[src/rtl/lowupd_pkg.sv]
package lowupd_pkg;

    localparam int LOW_W     = 10;
    localparam int MAX_SHIFT = 6;
    localparam int SHIFT_W   = 3;
    localparam int CNT_W     = 3;
    localparam int BOS_W     = 5;
    localparam int TOP_W     = 7;
    localparam int RMPS_W    = 9;

    typedef struct packed {
        logic              lps;
        logic [RMPS_W-1:0] rmps;
        logic [SHIFT_W-1:0] shift;
    } bin_req_t;

    typedef struct packed {
        logic [CNT_W-1:0] emit;
        logic [CNT_W-1:0] pend;
    } info_t;

    // consecutive ones from the LSB of a len-bit field; all-ones maps to 0
    function automatic logic [CNT_W-1:0] run_of_ones(input int unsigned val,
                                                     input int unsigned len);
        int unsigned n;
        logic        stop;
        n    = 0;
        stop = 1'b0;
        if (val == ((32'd1 << len) - 32'd1)) begin
            return '0;
        end
        for (int unsigned b = 0; b < len; b++) begin
            if (!stop) begin
                if (((val >> b) & 32'd1) == 32'd0) stop = 1'b1;
                else n = n + 1;
            end
        end
        return CNT_W'(n);
    endfunction

endpackage

[src/rtl/lowupd_pre_add.sv]
module lowupd_pre_add
    import lowupd_pkg::*;
#(
    parameter int LW = LOW_W,
    parameter int RW = RMPS_W
) (
    input  logic [LW-1:0] low,
    input  logic          lps,
    input  logic [RW-1:0] rmps,
    output logic [LW-1:0] pre
);
    logic [LW-1:0] sum;

    always_comb begin
        sum = low + LW'(rmps);
        pre = lps ? sum : low;
    end
endmodule

[src/rtl/lowupd_info_rom.sv]
module lowupd_info_rom
    import lowupd_pkg::*;
#(
    parameter int LW = LOW_W,
    parameter int MS = MAX_SHIFT,
    parameter int SW = SHIFT_W
) (
    input  logic [LW-1:0] pre,
    input  logic [SW-1:0] shift,
    output info_t         info
);
    logic [CNT_W-1:0] pend_by_s [MS+1];

    assign pend_by_s[0] = '0;

    for (genvar s = 1; s <= MS; s++) begin : g_shift
        localparam int FW    = s + 1;
        localparam int DEPTH = 1 << FW;
        logic [CNT_W-1:0] rom [DEPTH];
        logic [FW-1:0]    field;

        for (genvar k = 0; k < DEPTH; k++) begin : g_entry
            assign rom[k] = run_of_ones(k, FW);
        end

        assign field        = pre[LW-1 -: FW];
        assign pend_by_s[s] = rom[field];
    end

    always_comb begin
        if (int'(shift) <= MS) info.pend = pend_by_s[shift];
        else                   info.pend = '0;
        info.emit = CNT_W'(shift) - info.pend;
    end
endmodule

[src/rtl/lowupd_shifter.sv]
module lowupd_shifter
    import lowupd_pkg::*;
#(
    parameter int LW = LOW_W,
    parameter int MS = MAX_SHIFT,
    parameter int SW = SHIFT_W
) (
    input  logic [LW-1:0] pre,
    input  logic [SW-1:0] shift,
    output logic [LW-1:0] low_next
);
    logic [LW-1:0] by_s [MS+1];

    assign by_s[0] = pre;

    for (genvar s = 1; s <= MS; s++) begin : g_shift
        logic [LW-1:0] sh;
        logic          keep_msb;
        assign sh       = pre << s;
        assign keep_msb = &pre[LW-1 -: s+1];
        assign by_s[s]  = {keep_msb, sh[LW-2:0]};
    end

    always_comb begin
        if (int'(shift) <= MS) low_next = by_s[shift];
        else                   low_next = pre;
    end
endmodule

[src/rtl/lowupd_acc.sv]
module lowupd_acc
    import lowupd_pkg::*;
#(
    parameter int BW = BOS_W,
    parameter int SW = SHIFT_W
) (
    input  logic [BW-1:0] acc_q,
    input  logic [SW-1:0] shift,
    input  info_t         info,
    output logic [BW-1:0] acc_d
);
    localparam int SUM_W = BW + 1;
    localparam logic [BW-1:0] SAT = '1;

    logic [SUM_W-1:0] sum;

    always_comb begin
        sum = {1'b0, acc_q} + SUM_W'(info.pend);
        if (shift == '0) begin
            acc_d = acc_q;
        end else if (info.emit == '0) begin
            acc_d = sum[BW] ? SAT : sum[BW-1:0];
        end else begin
            acc_d = BW'(info.pend);
        end
    end
endmodule

[src/rtl/lowupd_top.sv]
module lowupd_top
    import lowupd_pkg::*;
(
    input  logic               clk,
    input  logic               rst,
    input  logic               in_valid,
    input  logic               in_lps,
    input  logic [RMPS_W-1:0]  in_rmps,
    input  logic [SHIFT_W-1:0] in_shift,
    output logic               out_valid,
    output logic [CNT_W-1:0]   out_emit_cnt,
    output logic [BOS_W-1:0]   out_pend_cnt,
    output logic [TOP_W-1:0]   out_low_top,
    output logic [LOW_W-1:0]   out_low
);
    bin_req_t           req;
    logic [LOW_W-1:0]   low_q;
    logic [LOW_W-1:0]   pre;
    logic [LOW_W-1:0]   low_next;
    logic [BOS_W-1:0]   acc_q;
    logic [BOS_W-1:0]   acc_d;
    info_t              info;
    logic               valid_q;
    logic [CNT_W-1:0]   emit_q;
    logic [TOP_W-1:0]   top_q;

    always_comb begin
        req.lps   = in_lps;
        req.rmps  = in_rmps;
        req.shift = (in_shift > SHIFT_W'(MAX_SHIFT)) ? SHIFT_W'(MAX_SHIFT) : in_shift;
    end

    lowupd_pre_add u_pre_add (
        .low  (low_q),
        .lps  (req.lps),
        .rmps (req.rmps),
        .pre  (pre)
    );

    lowupd_info_rom u_info_rom (
        .pre   (pre),
        .shift (req.shift),
        .info  (info)
    );

    lowupd_shifter u_shifter (
        .pre      (pre),
        .shift    (req.shift),
        .low_next (low_next)
    );

    lowupd_acc u_acc (
        .acc_q (acc_q),
        .shift (req.shift),
        .info  (info),
        .acc_d (acc_d)
    );

    always_ff @(posedge clk) begin
        if (rst) begin
            low_q   <= '0;
            acc_q   <= '0;
            valid_q <= 1'b0;
            emit_q  <= '0;
            top_q   <= '0;
        end else begin
            valid_q <= in_valid;
            if (in_valid) begin
                low_q  <= low_next;
                acc_q  <= acc_d;
                emit_q <= info.emit;
                top_q  <= pre[LOW_W-1 -: TOP_W];
            end
        end
    end

    assign out_valid    = valid_q;
    assign out_emit_cnt = emit_q;
    assign out_pend_cnt = acc_q;
    assign out_low_top  = top_q;
    assign out_low      = low_q;
endmodule

[config.mk]
export PLATFORM = sky130hd
export DESIGN_NAME = lowupd_top
export DESIGN_NICKNAME = d
export VERILOG_FILES = /design/src/rtl/lowupd_pkg.sv /design/src/rtl/lowupd_pre_add.sv /design/src/rtl/lowupd_info_rom.sv /design/src/rtl/lowupd_shifter.sv /design/src/rtl/lowupd_acc.sv /design/src/rtl/lowupd_top.sv
export SDC_FILE = /design/constraint.sdc
export NUM_CORES = 1
export LEC_CHECK = 0
export ABC_AREA = 1
export BUFFER_PORTS_ARGS = -buffer_cell sky130_fd_sc_hd__buf_2
export CAP_MARGIN = 5
export CORE_AREA = 2 2 57 98
export CTS_CLUSTER_DIAMETER = 30
export DETAILED_ROUTE_END_ITERATION = 10
export DIE_AREA = 0 0 59 100
export PLACE_DENSITY = 0.68
export SETUP_SLACK_MARGIN = 0.4
export SYNTH_ARGS = -nofsm -noshare
export SYNTH_HDL_FRONTEND = slang
export SYNTH_SLANG_ARGS = --single-unit
[constraint.sdc]
create_clock -name clk -period 5.3 [get_ports clk]
set_clock_uncertainty 0.15 [all_clocks]
set_input_delay 1.06 -clock clk [delete_from_list [all_inputs] [get_ports clk]]
set_output_delay 1.06 -clock clk [all_outputs]
set_load 0.02 [all_outputs]
==> results of run 1 <==
## routing by layer
layer  wire [um]  track usage  part of all wire  vias up
li1            -            -                 -     1318
met1        2570        0.241              0.36     1168
met2        3940        0.488              0.56       65
met3         207       0.0155             0.029       21
met4         342        0.129             0.048        0
met5           0            0                 0        -
## cells in the mapped netlist, types with 2 or more instances
cell type	count	area, um^2
fa_1	3	60.1
nand2_1	107	402
nand4_1	3	18.8
a31oi_1	5	31.3
nand3_2	3	30.0
nor2_1	25	93.8
nand2_4	6	67.6
or2_1	2	12.5
clkbuf_1	9	33.8
nor2_2	3	18.8
o21ai_0	23	115
nand3_4	2	35.0
and2_4	2	17.5
a21oi_1	23	115
ha_1	13	163
o211ai_1	10	75.1
or2_2	3	18.8
a21oi_2	3	26.3
inv_1	59	221
nand3b_4	2	40.0
dfxtp_1	26	521
nand2_2	5	31.3
nand3_1	32	160
## worst max-delay path by stage
stage | from | end
2_1_floorplan | in_rmps[0] | out_pend_cnt[3]
3_3_place_gp | in_rmps[0] | out_pend_cnt[0]
3_5_place_dp | in_rmps[0] | out_pend_cnt[3]
4_1_cts | in_rmps[0] | out_pend_cnt[3]
5_1_grt | in_rmps[0] | out_pend_cnt[1]
6_report | in_rmps[0] | out_pend_cnt[2]
## flip-flops by register name, indices dropped and copies added, names as in the netlist
signal,flops
out_low,10
out_pend_cnt,5
out_emit_cnt,3
out_valid,1
out_low_top,7
## through the flow
stage | area (um^2) | hold slack [ps] | worst slack (ps) | util | power, mW
after CTS | 2750 | 341 | 644 | 0.531 | 0.624
after global placement | 2680 | 309 | 384 | 0.518 | 0.451
after detailed placement | 2680 | 313 | 368 | 0.518 | 0.452
after floorplan | 2460 | 411 | 1000 | - | 0.392
final | 2750 | 333 | 724 | 0.532 | 0.621
after global routing | 2750 | 349 | 425 | 0.532 | 0.655
## power by group through the flow
stage / clock network, mW / registers, mW / logic [mW]
floorplan: 0 / 0.237 / 0.155
detailed placement: 0 / 0.222 / 0.230
CTS: 0.175 / 0.218 / 0.231
global route: 0.178 / 0.219 / 0.257
finish: 0.172 / 0.217 / 0.232
global placement: 0 / 0.222 / 0.229
## final cells by class
| cell class | count | share of cell area |
|---|---|---|
| flip-flops and latches | 26 | 0.189 |
| well taps | 55 | 0.0250 |
| inverters | 60 | 0.0819 |
| clock buffers | 3 | 0.0150 |
| multi-input cells | 289 | 0.603 |
| clock inverters | 1 | 0.0109 |
| repair buffers | 41 | 0.0746 |
## critical path: cells and delay by family
family / cells / cell delay (ps)
simple gates: 13 / 1570
fa+ha+maj: 4 / 1280
compound gates: 4 / 510
buf+inv: 2 / 160
## kinds of logic (layout without fill, tap and decap cells)
kind of cell / count (synthesis) / after routing / share of synthesized area
AND/OR/NAND/NOR: 201 / 201 / 0.408
buffers and inverters: 72 / 105 / 0.116
AO/OA/AOI/OAI: 71 / 71 / 0.171
flip-flops: 26 / 26 / 0.211
adder cells (fa/ha/maj): 16 / 16 / 0.0905
XOR/XNOR: 1 / 1 / 0.00356
## timing repair
action                                  CTS  global route
endpoints found under the setup margin    0             5
gates resized for setup                   0             1
setup buffers                             0             0
hold endpoints to repair                  0             0
==> flow_summary.toml, run 1 <==
[die]
die-area_mm2 = 0.00590
initial_core_util = 0.476
die_x_um = 59
rows = 35
io_pins = 42
core_mm2 = 0.00517
die_h_um = 100

[worst_setup_path]
cp_data_required_time_ps = 5320
crit_arrival_ps = 4600
critical_path_class = "in -> reg"
ff2ff_setup_slack_ps = 1250
start_kind = "primary input"
worstPathCellList = "buf_2 -> ha_1 -> fa_1 -> nand2_1 -> nand2_1 -> nand3b_1 -> nand3_1 -> nand3_1 -> and2_1 -> o21ai_0 -> nand2_1 -> nand2_1 -> a21oi_1 -> nand2_1 -> nand2_1 -> inv_1 -> ha_1 -> fa_1 -> or2_2 -> a21oi_1 -> nand4_1 -> nand3_1 -> a21oi_1"
slowest_stage = "fa_1"
critical_path_peak_fanout = 4
r2r_cells = 22
r2r-end = "out_pend_cnt[2]"
worstSetupEndpointType = "flop"
critPathMostFrequentCell = "nand2_1"
slowest_delay_ps = 430
r2r_start = "out_low[0]"

[min_path]
holdPathEnd = "out_low_top[5]"
min_from = "out_low_top[5]"
hp-class = "reg -> reg"
hold_depth = 2

[synth]
synth_edf_count = 0
synth_seq_cells = 26
synth_top_flop_cell = "dfxtp_1"
synthArstFlopShare = 0
synth.avg_cell_area_um2 = 6.36
synthCells = 387
synth_nets = 419
yosys_warnings = 0
syn-cell-area_mm2 = 0.00246
ys_seq_area_frac = 0.211
synth_cell_types = 41

[finish]
syn_to_final_growth_pct = 11.7
fill_cells = 567
multi_input_area_mm2 = 0.00166
diodes = 0
final_cell_mix = "nand2_1 (107), inv_1 (59), buf_2 (41)"
seq_area_um2 = 520
final_common_cell = "nand2_1"
nets = 453
instances_no_fill = 475
drive_above_1_share = 0.186

[power_and_ir_drop]
switching_share = 0.377
p_sw_mw = 0.234
pwr_density_cell_mw_per_mm2 = 226
internal_power_mw = 0.387
power.leakage_nw = 1.50
seq_power_share = 0.350
peakVddDrop_v = 0.000140
clock_power_share = 0.276
pwr-share-comb = 0.373

[timing]
hold_viol = 0
finalSetupViolations = 0
slew_violations = 0
fin_crit_sh = 0.863
relSlewSlack = 0.564
grt_setup_unrepaired = "no"
worst_pin_slew_ps = 654
fin_setup_tns_ps = 0
fmaxAchievable_ghz = 0.219
timing.final.crit_period_ps = 4580

[clock_tree]
cts-hold-fix-buffers = 0
cts_buffer_depth = 2
cts_made_buffers = 3
cts_root_buf = "clkbuf_8"
cts_tree = "built"
htree_num_levels = 1
cts_sinks = 26
insertion_delay_ps = 280
clk_pin_slew_ps = 100

[place]
placed_cells_incl_taps = 471
portBuffers = 41
gp_congestion = 0.978
dp_hpwl_mm = 5.74

[global_routing]
grt_pass1_vias = 2454
grt_util_all_layers = 0.247
grt_first_pass_wirelength_mm = 11.1
grt_antenna_before_repair = 0
grt_max_degree = 25
overflow = 0

[detailed_routing]
via_count = 2572
vias_per_cell = 5.41
dr.pass1.iters = 5
drc_errors = 0
routedWlPerCell_um = 14.9
ant_nets = 0
drtIter0Drc = 108
drt-total-wl_mm = 7.07

[job]
maxCapViolations = 0

[outcome]
outcome = "complete, no violations"
(Power assumes the default switching activity.)
==> run 2, diff against run 1 <==
--- a/config.mk
+++ b/config.mk
@@ -5,14 +5,13 @@
 export SDC_FILE = /design/constraint.sdc
 export NUM_CORES = 1
 export LEC_CHECK = 0
-export ABC_AREA = 1
-export BUFFER_PORTS_ARGS = -buffer_cell sky130_fd_sc_hd__buf_2
 export CAP_MARGIN = 5
-export CORE_AREA = 2 2 57 98
+export CORE_AREA = 2 2 56 97
 export CTS_CLUSTER_DIAMETER = 30
 export DETAILED_ROUTE_END_ITERATION = 10
-export DIE_AREA = 0 0 59 100
-export PLACE_DENSITY = 0.68
+export DIE_AREA = 0 0 58 99
+export DONT_BUFFER_PORTS = 1
+export PLACE_DENSITY = 0.61
 export SETUP_SLACK_MARGIN = 0.4
 export SYNTH_ARGS = -nofsm -noshare
 export SYNTH_HDL_FRONTEND = slang
==> flow_summary.toml, run 2 <==
[finish]
nets = 345
fin_util = 0.559
fin_area_mm2 = 0.00276
instances_no_fill = 366
largest_register_ffs = 10
diodes = 0
syn_to_final_growth_pct = 15.7
final_cell_mix = "nor2_1 (35), dfxtp_1 (26), nand2_1 (23)"
final_common_cell = "nor2_1"
drive_above_1_share = 0.208

[synth]
synth_top_cells_by_area = "dfxtp_1 (22%), ha_1 (6.8%), mux2i_1 (5.9%)"
synth_top_family_by_area = "compound AO/OA/AOI/OAI gates"
synthArstFlopShare = 0
ys_seq_area_frac = 0.218
yosys_warnings = 0
synth_nets = 339
synth.area.mux_share = 0.0871
synthAdderAreaFrac = 0.0934
synth_top_flop_cell = "dfxtp_1"
synth_edf_count = 0
synth-xor-area-share = 0.0184
synth_top_area_share = 0.218
yosysMostFrequentCell = "nor2_1"
syn-cell-area_mm2 = 0.00238
synth_seq_cells = 26
synthCells = 307
synth.avg_cell_area_um2 = 7.77
synth_compound_area_frac = 0.290
synth_largest_area_cell = "dfxtp_1"
synth_cell_types = 60
synthTopCellsByCount = "nor2_1 (36), dfxtp_1 (26), nand2_1 (25)"
synth-simple-area-share = 0.244

[timing]
hold_viol = 0
fmaxAchievable_ghz = 0.211
grt_setup_unrepaired = "no"
fin_setup_tns_ps = 0
relSlewSlack = 0.518
timing.final.crit_period_ps = 4750
worst_pin_slew_ps = 704
slew_violations = 0
whs_ps = 427
fin_crit_sh = 0.896
finalSetupViolations = 0
finalWorstSetupSlack_ps = 552

[detailed_routing]
drt-total-wl_mm = 6.55
drtIter0Drc = 115
via_count = 2302
ant_nets = 0
drc_errors = 0
dr.pass1.iters = 4
routedWlPerCell_um = 17.9
vias_per_cell = 6.29

[worst_setup_path]
cp_data_required_time_ps = 5320
worstPathBufferInverterCount = 1
start_kind = "primary input"
critical_path_peak_fanout = 4
cp_top_family = "compound AO/OA/AOI/OAI gates"
worstSetupEndpointType = "flop"
critical_path_class = "in -> reg"
r2r_start = "out_low[0]"
slowest_stage = "fa_2"
ff2ff_setup_slack_ps = 690
critPathMostFrequentCell = "fa_2"
worstPathCellList = "ha_4 -> fa_2 -> a211oi_2 -> o21a_2 -> or3_4 -> a31o_4 -> nor3_4 -> o311ai_2 -> a221oi_2 -> ha_2 -> inv_2 -> fa_2 -> nor2b_4 -> nand2_1 -> a31oi_2 -> or4b_1 -> o311a_1"
crit_arrival_ps = 4770
slowest_delay_ps = 560
r2r-end = "out_pend_cnt[0]"
r2r_cells = 17

[min_path]
min_from = "out_low_top[1]"
hp-class = "reg -> reg"
hold_depth = 2
holdPathEnd = "out_low_top[1]"

[power_and_ir_drop]
power_mw = 0.610
pwr-share-comb = 0.390
clock_power_share = 0.218
seq_power_share = 0.392
internal_power_mw = 0.391
power.leakage_nw = 1.07
switching_share = 0.360
pwr_density_cell_mw_per_mm2 = 221
peakVddDrop_v = 0.000165
p_sw_mw = 0.220

[global_routing]
grt_pass1_vias = 2285
grt_first_pass_wirelength_mm = 10.8
grt_antenna_before_repair = 0
overflow = 0
grt_max_degree = 38
grt_util_all_layers = 0.236

[clock_tree]
cts_root_buf = "clkbuf_8"
insertion_delay_ps = 270
cts_tree = "built"
clk_pin_slew_ps = 90
cts_buffer_depth = 2
cts_made_buffers = 3
htree_num_levels = 1
cts_sinks = 26

[die]
core_mm2 = 0.00493
die-area_mm2 = 0.00574
rows = 34
io_pins = 42
die_h_um = 99
initial_core_util = 0.483
die_x_um = 58

[outcome]
outcome = "complete, no violations"

[place]
portBuffers = 0
placed_cells_incl_taps = 353
gp_congestion = 0.819
dpl_worst_slack_ps = -14.2
dpl_cell_area_mm2 = 0.00249
dp_hpwl_mm = 4.87

[job]
maxCapViolations = 0
## run 2: worst max path at each step
stage / slack, ps / startpoint / cells after the start / to
final: 550 / in_rmps[0] / 17 / out_pend_cnt[0]
after detailed placement: -10 / in_rmps[0] / 18 / out_pend_cnt[1]
after CTS: 400 / in_rmps[0] / 19 / out_pend_cnt[0]
after global placement: 60 / in_rmps[0] / 18 / out_pend_cnt[1]
after floorplan: 400 / in_rmps[0] / 18 / out_pend_cnt[1]
after global routing: 360 / in_rmps[1] / 16 / out_pend_cnt[0]
## run 2: worst register-to-register path, cell delays in order, from the launching register on
cell and delay [ps]:
dfxtp_1 560, ha_4 200, fa_2 210, a211oi_2 70, o21a_2 250, or3_4 390, a31o_4 250, nor3_4 240
o311ai_2 150, a221oi_2 370, ha_2 240, inv_2 40, fa_2 560, nor2b_4 50, nand2_1 100, a31oi_2 60
or4b_1 490, o311a_1 120
## run 2: layout make-up
cell class,instances,area (um^2)
fillers,472,2170
multi-input cells,251,1920
flip-flops and latches,26,520
repair buffers,20,154
well taps,54,67.6
clock buffers,4,55.1
inverters,11,41.3
## run 2: what timing repair did
| item | 4_1_cts | 5_1_grt |
|---|---|---|
| endpoints found under the setup margin | 3 | 5 |
| resized for setup | 10 | 19 |
| buffers inserted | 6 | 3 |
| pin swaps | 14 | 12 |
| endpoints found under the hold margin | 0 | 0 |
| hold buffers | 0 | 0 |
## run 2: metal layers
metal / track usage / wire, um / vias to the layer above
li1: - / - / 1152
met1: 0.257 / 2560 / 1091
met2: 0.461 / 3690 / 50
met3: 0.0157 / 198 / 9
met4: 0.0733 / 109 / 0
met5: 0 / 0 / -
## run 2: cell families after synthesis
| group | count (synthesis) |
|---|---|
| flops | 26 |
| simple gates | 115 |
| compound gates | 97 |
| mux | 18 |
| fa+ha+maj | 16 |
| buf+inv | 30 |
| xor+xnor | 5 |
## run 2: power groups by stage
stage | combinational (mW) | clock [mW] | sequential, mW
6_report | 0.238 | 0.133 | 0.239
3_5_place_dp | 0.200 | 0 | 0.243
3_3_place_gp | 0.199 | 0 | 0.243
5_1_grt | 0.263 | 0.141 | 0.241
2_1_floorplan | 0.170 | 0 | 0.239
4_1_cts | 0.222 | 0.137 | 0.239
==> run 3, diff against run 2 <==
--- a/config.mk
+++ b/config.mk
@@ -6,12 +6,12 @@
 export NUM_CORES = 1
 export LEC_CHECK = 0
 export CAP_MARGIN = 5
-export CORE_AREA = 2 2 56 97
+export CORE_AREA = 2 2 53 93
 export CTS_CLUSTER_DIAMETER = 30
 export DETAILED_ROUTE_END_ITERATION = 10
-export DIE_AREA = 0 0 58 99
+export DIE_AREA = 0 0 55 95
 export DONT_BUFFER_PORTS = 1
-export PLACE_DENSITY = 0.61
+export PLACE_DENSITY = 0.66
 export SETUP_SLACK_MARGIN = 0.4
 export SYNTH_ARGS = -nofsm -noshare
 export SYNTH_HDL_FRONTEND = slang
==> flow_summary.toml, run 3 (synthesis gave the netlist of run 2 again) <==
[detailed_routing]
ant_nets = 0
routedWlPerCell_um = 17.9
drc_errors = 0
dr.pass1.iters = 4
drt-total-wl_mm = 6.40
vias_per_cell = 6.47
drtIter0Drc = 58
via_count = 2317

[outcome]
outcome = "complete, no violations"

[worst_setup_path]
r2r_cells = 16
start_kind = "primary input"
worstPathBufferInverterCount = 3
cp_data_required_time_ps = 5320
worstPathCellList = "ha_1 -> buf_4 -> nand3_1 -> nand2_1 -> or4_4 -> a31oi_4 -> o311ai_2 -> a221oi_2 -> ha_2 -> inv_2 -> fa_1 -> nor2b_4 -> nand2_2 -> inv_1 -> nand4_1 -> or4b_1 -> o311a_1"
slowest_delay_ps = 600
critical_path_class = "in -> reg"
endpoint = "out_pend_cnt[0]"
startpoint = "in_rmps[3]"
cp_top_family = "simple AND/OR/NAND/NOR gates"
ff2ff_setup_slack_ps = 620
r2r-end = "out_pend_cnt[0]"
critical_path_peak_fanout = 7
r2r_start = "out_low[1]"
slowest_stage = "fa_1"
crit_arrival_ps = 4840
worstSetupEndpointType = "flop"
cp.depth = 17

[power_and_ir_drop]
pwr-share-comb = 0.380
power.leakage_nw = 1.05
switching_share = 0.364
internal_power_mw = 0.382
pwr_density_cell_mw_per_mm2 = 225
clock_power_share = 0.223
p_sw_mw = 0.219
peakVddDrop_v = 0.000166
seq_power_share = 0.398

[finish]
drive_above_1_share = 0.176
final_cell_mix = "nor2_1 (36), dfxtp_1 (26), nand2_1 (23)"
largest_register_ffs = 10
final_common_cell = "nor2_1"
fin_util = 0.588
instances_no_fill = 358
nets = 339
fill_cells = 440
seq_area_um2 = 520
fin_area_mm2 = 0.00267
diodes = 0
multi_input_area_mm2 = 0.00189
syn_to_final_growth_pct = 12.1

[timing]
finalSetupViolations = 0
relSlewSlack = 0.463
fmaxAchievable_ghz = 0.207
worst_pin_slew_ps = 784
timing.final.crit_period_ps = 4820
slew_violations = 0
hold_viol = 0
finalWorstSetupSlack_ps = 476
fin_setup_tns_ps = 0
grt_setup_unrepaired = "yes"
fin_crit_sh = 0.910

[place]
placed_cells_incl_taps = 350
dp_hpwl_mm = 4.76
dpl_cell_area_mm2 = 0.00248
gp_congestion = 0.817
dpl_worst_slack_ps = 26.0
portBuffers = 0

[clock_tree]
clk_pin_slew_ps = 90
cts_made_buffers = 3
insertion_delay_ps = 280
htree_num_levels = 1
cts-hold-fix-buffers = 0
cts_tree = "built"
cts_sinks = 26
cts_buffer_depth = 2
cts_root_buf = "clkbuf_8"

[global_routing]
grt_antenna_before_repair = 0
grt_first_pass_wirelength_mm = 10.0
grt_util_all_layers = 0.255
grt_pass1_vias = 2213
overflow = 0
grt_max_degree = 38

[job]
maxCapViolations = 0

[die]
core_mm2 = 0.00454
die_x_um = 55
initial_core_util = 0.525
io_pins = 42
die_h_um = 95
die-area_mm2 = 0.00523
rows = 33

[min_path]
hp-class = "reg -> reg"
run 3: changes by cell type in the layout (fill, tap and decap cells not counted), sizes merged:
cell,before,now
buf,20,14
run 3: per-stage QoR:
| stage | power, mW | hold slack [ps] |
|---|---|---|
| floorplan | 0.409 | 401 |
| global placement | 0.440 | 419 |
| detailed placement | 0.443 | 421 |
| CTS | 0.580 | 435 |
| global route | 0.635 | 454 |
| finish | 0.601 | 430 |
run 3: final cells by class:
cell class                 instances  share of cell area
clock buffer                       4              0.0206
inverter                          11              0.0154
multi-input combinational        251               0.706
sequential                        26               0.195
tap                               52              0.0243
timing repair buffer              14              0.0393
run 3: what timing repair did:
item / CTS / global route
setup buffers: 2 / 2
endpoints found under the setup margin: 3 / 5
gates resized for setup: 2 / 19
pin swaps: 7 / 19
run 3: worst min-delay path by stage:
stage / start / endpoint / slack, ps / depth (start not counted)
2_1_floorplan: out_emit_cnt[0] / out_emit_cnt[0] / 400 / 2
3_3_place_gp: out_emit_cnt[0] / out_emit_cnt[0] / 420 / 2
5_1_grt: out_emit_cnt[0] / out_emit_cnt[0] / 450 / 2
4_1_cts: out_low_top[1] / out_low_top[1] / 440 / 2
3_5_place_dp: out_low_top[1] / out_low_top[1] / 420 / 2
6_report: out_low_top[1] / out_low_top[1] / 430 / 2
run 3: power by group through the flow:
stage | logic, mW | clock network, mW | registers [mW]
2_1_floorplan | 0.170 | 0 | 0.239
3_3_place_gp | 0.197 | 0 | 0.243
5_1_grt | 0.251 | 0.142 | 0.241
6_report | 0.228 | 0.134 | 0.239
4_1_cts | 0.204 | 0.137 | 0.239
3_5_place_dp | 0.200 | 0 | 0.243
run 3: worst min-delay path, delay by kind of cell, from the launching register on:
kind	cells	cell delay, ps
AOI/OAI and AO/OA	1	50
DFF	1	390
and+or+nand+nor	1	110
run 3: metal layers:
layer / vias to the layer above / track usage / routed length (um)
li1: 1128 / - / -
met1: 1112 / 0.270 / 2510
met2: 57 / 0.469 / 3470
met3: 20 / 0.0301 / 195
met4: 0 / 0.116 / 223
met5: - / 0 / 0
